==> config.mk <==
export PLATFORM = sky130hd
export DESIGN_NAME = txcred_mon
export DESIGN_NICKNAME = d
export VERILOG_FILES = /design/src/rtl/txcred_pkg.sv /design/src/rtl/txcred_chan.sv /design/src/rtl/txcred_errs.sv /design/src/rtl/txcred_mon.sv
export SDC_FILE = /design/constraint.sdc
export NUM_CORES = 1
export LEC_CHECK = 0
export BUFFER_PORTS_ARGS = -buffer_cell sky130_fd_sc_hd__buf_4
export CORE_MARGIN = 1.5
export CORE_UTILIZATION = 40
export DETAILED_ROUTE_END_ITERATION = 16
export PLACE_DENSITY = 0.71
export REMOVE_ABC_BUFFERS = 1
export SLEW_MARGIN = 20
export SYNTH_ARGS = -nofsm -noshare
export SYNTH_HDL_FRONTEND = slang
export SYNTH_SLANG_ARGS = --single-unit
==> constraint.sdc <==
create_clock -name clk -period 1.65 [get_ports clk]
set_input_delay 0.33 -clock clk [delete_from_list [all_inputs] [get_ports clk]]
set_output_delay 0.33 -clock clk [all_outputs]
set_load 0.02 [all_outputs]
==> src/rtl/txcred_pkg.sv <==
package txcred_pkg;

    typedef enum logic [1:0] {
        MODE_HALT  = 2'b00,
        MODE_DRAIN = 2'b01,
        MODE_RUN   = 2'b10,
        MODE_RSVD  = 2'b11
    } chan_mode_e;

    typedef struct packed {
        chan_mode_e mode;
        logic       dreq_en;
    } chan_cfg_t;

    localparam int MAX_CH        = 8;
    localparam int ERR_ADDR_BIT  = 31;
    localparam int ERR_DWORD_BIT = 30;
    localparam int ERR_CMD_LSB   = 9;
    localparam int ERR_CRED_LSB  = 0;
    localparam int STS_EMPTY_LSB = 24;
    localparam int STS_IDLE_LSB  = 16;

    // New commands are taken only in full run with requests enabled.
    function automatic logic takes_new(chan_cfg_t c);
        return (c.mode == MODE_RUN) && c.dreq_en;
    endfunction

    // A buffered command may retire in run or drain.
    function automatic logic may_retire(chan_cfg_t c);
        return (c.mode == MODE_RUN) || (c.mode == MODE_DRAIN);
    endfunction

endpackage

==> src/rtl/txcred_chan.sv <==
module txcred_chan
    import txcred_pkg::*;
#(
    parameter int CREDIT_MAX = 6,
    parameter int CW         = 3
) (
    input  logic          clk,
    input  logic          rst,
    input  logic          cfg_we,
    input  logic [1:0]    cfg_mode,
    input  logic          cfg_dreq,
    input  logic          act,
    input  logic          done,
    input  logic          word_sent,
    input  logic          credit_ret,
    input  logic          fifo_full,
    output logic          run,
    output logic          occupied,
    output logic [CW-1:0] credit,
    output logic          cmd_err,
    output logic          cred_err
);

    localparam logic [CW-1:0] FULL_CREDIT = CW'(CREDIT_MAX);

    chan_cfg_t     cfg_q;
    logic          occ_q, occ_d;
    logic [CW-1:0] cnt_q, cnt_d;

    always_comb begin
        if (occ_q) begin
            occ_d = !(done && may_retire(cfg_q));
        end else begin
            occ_d = act && takes_new(cfg_q);
        end
    end

    always_comb begin
        if (credit_ret) begin
            cnt_d = FULL_CREDIT;
        end else if (word_sent && (cnt_q != '0)) begin
            cnt_d = cnt_q - 1'b1;
        end else begin
            cnt_d = cnt_q;
        end
    end

    always_ff @(posedge clk) begin
        if (rst) begin
            cfg_q <= '{mode: MODE_HALT, dreq_en: 1'b0};
            occ_q <= 1'b0;
            cnt_q <= FULL_CREDIT;
        end else begin
            if (cfg_we) begin
                cfg_q <= '{mode: chan_mode_e'(cfg_mode), dreq_en: cfg_dreq};
            end
            occ_q <= occ_d;
            cnt_q <= cnt_d;
        end
    end

    assign run      = takes_new(cfg_q);
    assign occupied = occ_q;
    assign credit   = cnt_q;
    assign cmd_err  = act && occ_q;
    assign cred_err = fifo_full && (cnt_q != '0);

endmodule

==> src/rtl/txcred_errs.sv <==
module txcred_errs
    import txcred_pkg::*;
#(
    parameter int NCH = 8
) (
    input  logic           clk,
    input  logic           rst,
    input  logic [NCH-1:0] cmd_err,
    input  logic [NCH-1:0] cred_err,
    input  logic           addr_err,
    input  logic           dword_err,
    input  logic           clr_we,
    input  logic [31:0]    clr_data,
    output logic [31:0]    err_word
);

    logic [31:0] err_q, set_v, clr_v;

    always_comb begin
        set_v = '0;
        set_v[ERR_ADDR_BIT]  = addr_err;
        set_v[ERR_DWORD_BIT] = dword_err;
        for (int i = 0; i < NCH; i++) begin
            set_v[ERR_CMD_LSB + i]  = cmd_err[i];
            set_v[ERR_CRED_LSB + i] = cred_err[i];
        end
        clr_v = clr_we ? clr_data : '0;
    end

    always_ff @(posedge clk) begin
        if (rst) begin
            err_q <= '0;
        end else begin
            err_q <= (err_q & ~clr_v) | set_v;
        end
    end

    assign err_word = err_q;

endmodule

==> src/rtl/txcred_mon.sv <==
module txcred_mon
    import txcred_pkg::*;
#(
    parameter int NCH        = 8,
    parameter int CREDIT_MAX = 6,
    localparam int CW        = $clog2(CREDIT_MAX + 1),
    localparam int SELW      = (NCH > 1) ? $clog2(NCH) : 1
) (
    input  logic              clk,
    input  logic              rst,
    input  logic              cfg_we,
    input  logic [SELW-1:0]   cfg_sel,
    input  logic [1:0]        cfg_mode,
    input  logic              cfg_dreq,
    input  logic [NCH-1:0]    act_cmd,
    input  logic [NCH-1:0]    cmd_done,
    input  logic [NCH-1:0]    word_sent,
    input  logic [NCH-1:0]    credit_ret,
    input  logic [NCH-1:0]    fifo_full,
    input  logic [NCH-1:0]    buf_empty,
    input  logic [NCH-1:0]    req_pend,
    input  logic              addr_err,
    input  logic              dword_err,
    input  logic              err_clr_we,
    input  logic [31:0]       err_clr_data,
    output logic [31:0]       status_word,
    output logic [31:0]       err_word,
    output logic [NCH-1:0]    ch_run,
    output logic [NCH*CW-1:0] credit_flat
);

    logic [NCH-1:0] occ_v, cmd_err_v, cred_err_v;

    for (genvar i = 0; i < NCH; i++) begin : g_ch
        txcred_chan #(
            .CREDIT_MAX (CREDIT_MAX),
            .CW         (CW)
        ) u_chan (
            .clk        (clk),
            .rst        (rst),
            .cfg_we     (cfg_we && (cfg_sel == SELW'(i))),
            .cfg_mode   (cfg_mode),
            .cfg_dreq   (cfg_dreq),
            .act        (act_cmd[i]),
            .done       (cmd_done[i]),
            .word_sent  (word_sent[i]),
            .credit_ret (credit_ret[i]),
            .fifo_full  (fifo_full[i]),
            .run        (ch_run[i]),
            .occupied   (occ_v[i]),
            .credit     (credit_flat[i*CW +: CW]),
            .cmd_err    (cmd_err_v[i]),
            .cred_err   (cred_err_v[i])
        );
    end

    txcred_errs #(
        .NCH (NCH)
    ) u_errs (
        .clk      (clk),
        .rst      (rst),
        .cmd_err  (cmd_err_v),
        .cred_err (cred_err_v),
        .addr_err (addr_err),
        .dword_err(dword_err),
        .clr_we   (err_clr_we),
        .clr_data (err_clr_data),
        .err_word (err_word)
    );

    always_comb begin
        status_word = '0;
        for (int i = 0; i < NCH; i++) begin
            status_word[STS_EMPTY_LSB + i] = buf_empty[i] && !occ_v[i];
            status_word[STS_IDLE_LSB + i]  = !req_pend[i];
        end
    end

endmodule

==> results of run 1 <==
## layer usage
metal	part of all wire (%)	up-vias	wire, um
met5	0	-	0
met4	1.5	0	140
met3	6.4	16	582
met2	50	110	4620
met1	42	1589	3809
li1	-	1762	-
## power groups by stage
stage	logic, W	registers [W]	clock network (W)
2_1_floorplan	0.000245	0.00232	0
3_3_place_gp	0.000687	0.00226	0
3_5_place_dp	0.000708	0.00227	0
4_1_cts	0.000712	0.00222	0.00159
5_1_grt	0.000772	0.00223	0.00167
6_report	0.000705	0.00222	0.00153
## final cells by class
class                   count  area (sq um)
multi-input cells         272          1779
repair buffers            184          1406
clock inverters             7         78.83
well taps                 133         166.4
flip-flops and latches     88          1762
clock buffers               9         123.9
fillers                   892          4143
inverters                  60         225.2
## flip-flops by register name, summed over array words and instances, names as in the netlist
name,cells
g_ch.u_chan.occupied,8
g_ch.u_chan.credit,24
g_ch.u_chan.cfg_q,24
u_errs.err_word,32
## metrics by stage
step | hold WS (ps) | setup slack, ps | cells | power, W | util (%)
final | 136.9 | 79.94 | 753 | 0.004452 | 57.22
after global routing | 115.5 | 5.945 | 753 | 0.004669 | 57.22
after CTS | 116.3 | 27.80 | 753 | 0.004517 | 57.20
after detailed placement | 430.2 | 275.3 | 737 | 0.002974 | 55.10
after global placement | 425.2 | 360.4 | 737 | 0.002950 | 55.10
after floorplan | 402.1 | 249.3 | 420 | 0.002563 | -
## worst register-to-register path, delay by kind of cell (launching register included)
kind	cells	cell delay, ps
adders and majority gates	2	390
DFF	1	340
xor gates and xnor gates	1	160
buffers and inverters	1	70
and+or+nand+nor	2	350
## placed cells by master, fill, tap and decap left out, drive strengths merged, types with 2 or more instances in the layout
master,count
a211oi,14
ha,24
xnor2,8
nand2b,8
nand2,36
a311oi,6
o211ai,16
nor2,52
and2,8
conb,16
a21oi,18
buf,184
clkinvlp,2
mux2i,24
nand4b,3
a22oi,8
nor3,10
clkbuf,9
dfxtp,88
inv,63
nor2b,16
and4bb,3
## cells by family (layout without fill, tap and decap cells)
| group | count (synthesis) | count (layout) | share of synthesized area [%] |
|---|---|---|---|
| AND/OR/NAND/NOR | 138 | 138 | 17.17 |
| AO/OA/AOI/OAI | 62 | 62 | 10.84 |
| flip-flops | 88 | 88 | 44.61 |
| XOR/XNOR | 8 | 8 | 1.774 |
| adder cells (fa/ha/maj) | 24 | 24 | 7.605 |
| buffers and inverters | 99 | 260 | 11.82 |
| other | 1 | 16 | 0.09497 |
| multiplexers | 24 | 24 | 6.084 |
## repair_timing
action	in CTS	in global routing
resized for setup	0	1
setup endpoints to repair	0	1
hold buffers	0	0
## how the worst min path moves through the flow
stage | start | to | cells past startpoint
CTS | credit_ret[3] | g_ch[3].u_chan.credit[0] | 2
finish | credit_ret[3] | g_ch[3].u_chan.credit[0] | 2
global route | credit_ret[4] | g_ch[4].u_chan.credit[0] | 2
floorplan | rst | g_ch[0].u_chan.occupied | 1
global placement | u_errs.err_word[22] | u_errs.err_word[22] | 2
detailed placement | u_errs.err_word[26] | u_errs.err_word[26] | 2
==> flow_summary.ini, run 1 <==
[run_status]
status = finished, final reports clean

[worst_setup_path]
critPathKind = reg2out
rr_startpoint = g_ch[0].u_chan.credit[0]
critPathMaxStageDelay_ps = 340
cp_slowest_cell = dfxtp_1
crit_family = flip-flops
reg2reg_depth = 6
crit_start = g_ch[0].u_chan.cfg_q[1]
reg2reg_to = g_ch[0].u_chan.credit[0]
cp-endpoint = ch_run[0]
cp_max_fo = 2
cp.arrival_ps = 1240
end_kind = primary output
crit_path_cell_trace = inv_1, ha_1, and2_1, buf_4
ff2ff_setup_slack_ps = 260
required_ps = 1320
cp.depth = 4
crit_buf_inv = 2
cp-start-kind = flip-flop

[global_routing]
antenna_found_initial = 0
top_usage_layer = met2
grt_util_met3_pct = 4.583
grt_pass1_wl_um = 14440
grt_usage_pct = 17.39
grt_max_degree = 33
use_met1_pct = 20.04
use_met2_pct = 31.07
grt_pass1_vias = 3299
overflow = 0

[timing]
min_period_ps = 1570
fin_skew_ps = 12.84
fin_crit_sh_pct = 95.16
rsz0062_at_grt = no
finalSetupTns_ps = 0
setup_viol = 0
hold_viol = 0
drv_slew = 0
max_freq_ghz = 0.6369

[clock_tree]
cts_tree = yes
clk_latency_ps = 350
cts.sinks = 88
htreeDepth = 3
cts_buffers = 9
root_buffer = clkbuf_8
cts.reportedPaths.clkPinSlew_ps = 100
cts_buffer_depth = 2
cts_setup_buffers = 0

[logic_synthesis]
yosys_warnings = 0
synth_top_area_share_pct = 44.61
synthTopCellsByArea = dfxtp_1 45%, ha_1 7.6%, mux2i_1 6.1%
synth_cells = 444
syn_area_sq_um = 3949
synth-seq-area-share_pct = 44.61
synth_common_cells = 88 x dfxtp_1, 60 x inv_1, 52 x nor2_1
yosysTopAreaCell = dfxtp_1
synthFlopType = dfxtp_1
synth_seq_cells = 88
ys_async_sr_fraction_pct = 0
synth.most_common_cell = dfxtp_1
syn_area_per_cell_sq_um = 8.894
synth_edf_count = 0
synth_cell_types = 25

[power]
clkPwrFrac_pct = 34.4
switching_power_w = 0.001204
ir_worst_vdd_uv = 361.0
p_per_area_nw_per_um2 = 803.4
p_sw_share_pct = 27.05
p_leak_nw = 2.759
pwr-share-seq_pct = 49.8
internal_power_w = 0.003248
pwr-share-comb_pct = 15.8

[flow_run]
drv_cap = 0

[die]
die_w_um = 102.4
start_util_pct = 40.78
fp.dieArea_sq_um = 10480
io_pins = 196
fp.dieH_um = 102.4
fp-row-count = 36
coreArea_sq_um = 9684

[detailed_routing]
ant_nets = 0
drt_iter0_markers = 50
drc = 0
drt-pass1-iter-count = 4
wl_per_cell_um = 12.15
drt_wl_total_um = 9152
vias = 3477
via_per_inst = 4.618

[final_layout]
final_nets = 739
design_area_sq_um = 5542
synthToLayoutAreaGrowth_pct = 40.34
drive_above_1_share_pct = 33.06
antenna_cells = 0

[place]
hpwl_um = 7098
gp_congestion = 0.7621
io_buffers = 179
placement.cell_area_sq_um = 5336

[hold_path]
min_path_type = in2reg
Note: power is estimated with default switching activity, not from simulation.
==> run 2: changes to the inputs <==
- ABC_AREA: default -> 1
- clock period: 1.65 -> 1.78 ns (I/O delays scaled with it)
==> flow_summary.ini, run 2 <==
[timing]
fin_crit_sh_pct = 87.21
finalSetupTns_ps = 0
final.setup.worst_slack_ps = 227.7
hold_viol = 0
rsz0062_at_grt = no
drv_slew = 0
setup_viol = 0
max_freq_ghz = 0.6442
fin_skew_ps = 6.394
min_period_ps = 1552
hold-worst-slack_ps = 164.7

[final_layout]
antenna_cells = 0
design_area_sq_um = 5620
drive_above_1_share_pct = 27.66
mostFrequentLayoutCells = 181 x buf_4, 129 x nand2_1, 88 x inv_1, 88 x dfxtp_1, 73 x nor2_1
largest_reg_flops = 32
synthToLayoutAreaGrowth_pct = 39.42
final_nets = 853
layout_commonest_cell = buf_4

[flow_run]
drv_cap = 0

[logic_synthesis]
synthFlopType = dfxtp_1
synth.most_common_cell = nand2_1
ys_async_sr_fraction_pct = 0
syn_area_sq_um = 4031
synth_edf_count = 0
synth-seq-area-share_pct = 43.70
yosys_warnings = 0
synth_top_family_by_area = simple AND/OR/NAND/NOR gates
syn_area_per_cell_sq_um = 7.251
synth_seq_cells = 88
synthXorXnorAreaFrac_pct = 0
synth_top_area_share_pct = 43.70
synth.area.mux_share_pct = 0
synth_cell_types = 20
synthTopCellsByArea = dfxtp_1 44%, nand2_1 12%, inv_1 8.2%
synth_cells = 556
synth_compound_area_share_pct = 11.05
yosysTopAreaCell = dfxtp_1
synth-simple-area-share_pct = 23.34
synth-adder-area-share_pct = 7.449
synth_common_cells = 129 x nand2_1, 88 x dfxtp_1, 88 x inv_1

[clock_tree]
htreeDepth = 3
cts_setup_buffers = 0
cts_resized = 0
cts.reportedPaths.clkPinSlew_ps = 80
cts_buffer_depth = 2
cts.sinks = 88
cts_buffers = 9
clk_latency_ps = 350
root_buffer = clkbuf_8
cts_tree = yes
hold_buffers = 0

[worst_setup_path]
end_kind = primary output
reg2reg_depth = 7
critPathKind = reg2out
crit_buf_inv = 3
cp.depth = 5
ff2ff_setup_slack_ps = 380
required_ps = 1420
crit_path_cell_trace = inv_1, ha_1, nand2_1, inv_1, buf_4
cp.arrival_ps = 1200
cpMostUsedCell = inv_1
critPathMaxStageDelay_ps = 350
crit_family = flip-flops
cp_slowest_cell = dfxtp_1
cp_max_fo = 2
rr_startpoint = g_ch[4].u_chan.credit[0]
cp-endpoint = ch_run[4]
crit_start = g_ch[4].u_chan.cfg_q[1]
reg2reg_to = g_ch[4].u_chan.credit[2]
cp-start-kind = flip-flop

[run_status]
status = finished, final reports clean

[global_routing]
overflow = 0
antenna_found_initial = 0
grt_pass1_vias = 3698
grt_usage_pct = 18.48
grt_pass1_wl_um = 15380
grt_max_degree = 41

[die]
fp-row-count = 36
coreArea_sq_um = 9774
fp.dieArea_sq_um = 10690
start_util_pct = 41.24
fp.dieH_um = 103.4
die_w_um = 103.4
io_pins = 196

[hold_path]
min_path_cells = 2
min_path_type = in2reg

[detailed_routing]
wl_per_cell_um = 11.21
drc = 0
drt_wl_total_um = 9718
vias = 3933
via_per_inst = 4.536
drt_iter0_markers = 88
drt-pass1-iter-count = 4
ant_nets = 0

[place]
pre_cts_ws_ps = 429.4
io_buffers = 179
gp_congestion = 0.7647
placement.cell_area_sq_um = 5388
hpwl_um = 7344

[power]
ir_worst_vdd_uv = 422.1
p_per_area_nw_per_um2 = 768.3
p_leak_nw = 2.930
## run 2: final cells by class
type                            instances  area (sq um)
Clock inverter                          2         60.06
Clock buffer                           14         172.7
Inverter                               89         334.1
Timing Repair Buffer                  182          1379
Fill cell                             914          4154
Tap cell                              133         166.4
Sequential cell                        88          1762
Multi-Input combinational cell        359          1747
## run 2: how the worst min path moves through the flow
stage	from	to	slack (ps)
floorplan	rst	g_ch[0].u_chan.occupied	430
global placement	u_errs.err_word[29]	u_errs.err_word[29]	430
detailed placement	u_errs.err_word[24]	u_errs.err_word[24]	430
CTS	err_clr_data[20]	u_errs.err_word[20]	140
global route	err_clr_data[8]	u_errs.err_word[8]	140
finish	err_clr_data[17]	u_errs.err_word[17]	160
## run 2: report_power, final
group | internal, W | switching (W) | total [W]
Sequential | 0.00203 | 0.0000366 | 0.00207
Clock | 0.000908 | 0.000676 | 0.00158
Combinational | 0.000308 | 0.000360 | 0.000668
Total | 0.00325 | 0.00107 | 0.00432
## run 2: through the flow
| step | utilization, % | std cells | total power, W |
|---|---|---|---|
| after floorplan | - | 536 | 0.002419 |
| after global placement | 55.12 | 851 | 0.002760 |
| after detailed placement | 55.12 | 851 | 0.002783 |
| after CTS | 57.50 | 867 | 0.004378 |
| after global routing | 57.50 | 867 | 0.004534 |
| final | 57.50 | 867 | 0.004318 |
## run 2: logic make-up after synthesis
group	count (synthesis)
compound gates	83
fa+ha+maj	24
buf+inv	124
flops	88
other cells	1
simple gates	236
## run 2: worst reg2reg max path: stages, from the launching register on
cell and delay, ps:
dfxtp_1 370, inv_1 80, ha_1 210, ha_1 180, inv_1 90, nand2_1 120
a21oi_1 150, o21ai_0 100
## run 2: per-layer routing
| layer | vias up | track usage (%) | share of wire, % |
|---|---|---|---|
| met2 | 134 | 33.69 | 50 |
| met5 | - | 0 | 0 |
| met4 | 0 | 6.549 | 1.0 |
| met1 | 1756 | 19.51 | 41 |
| met3 | 10 | 6.788 | 8.4 |
| li1 | 2033 | - | - |
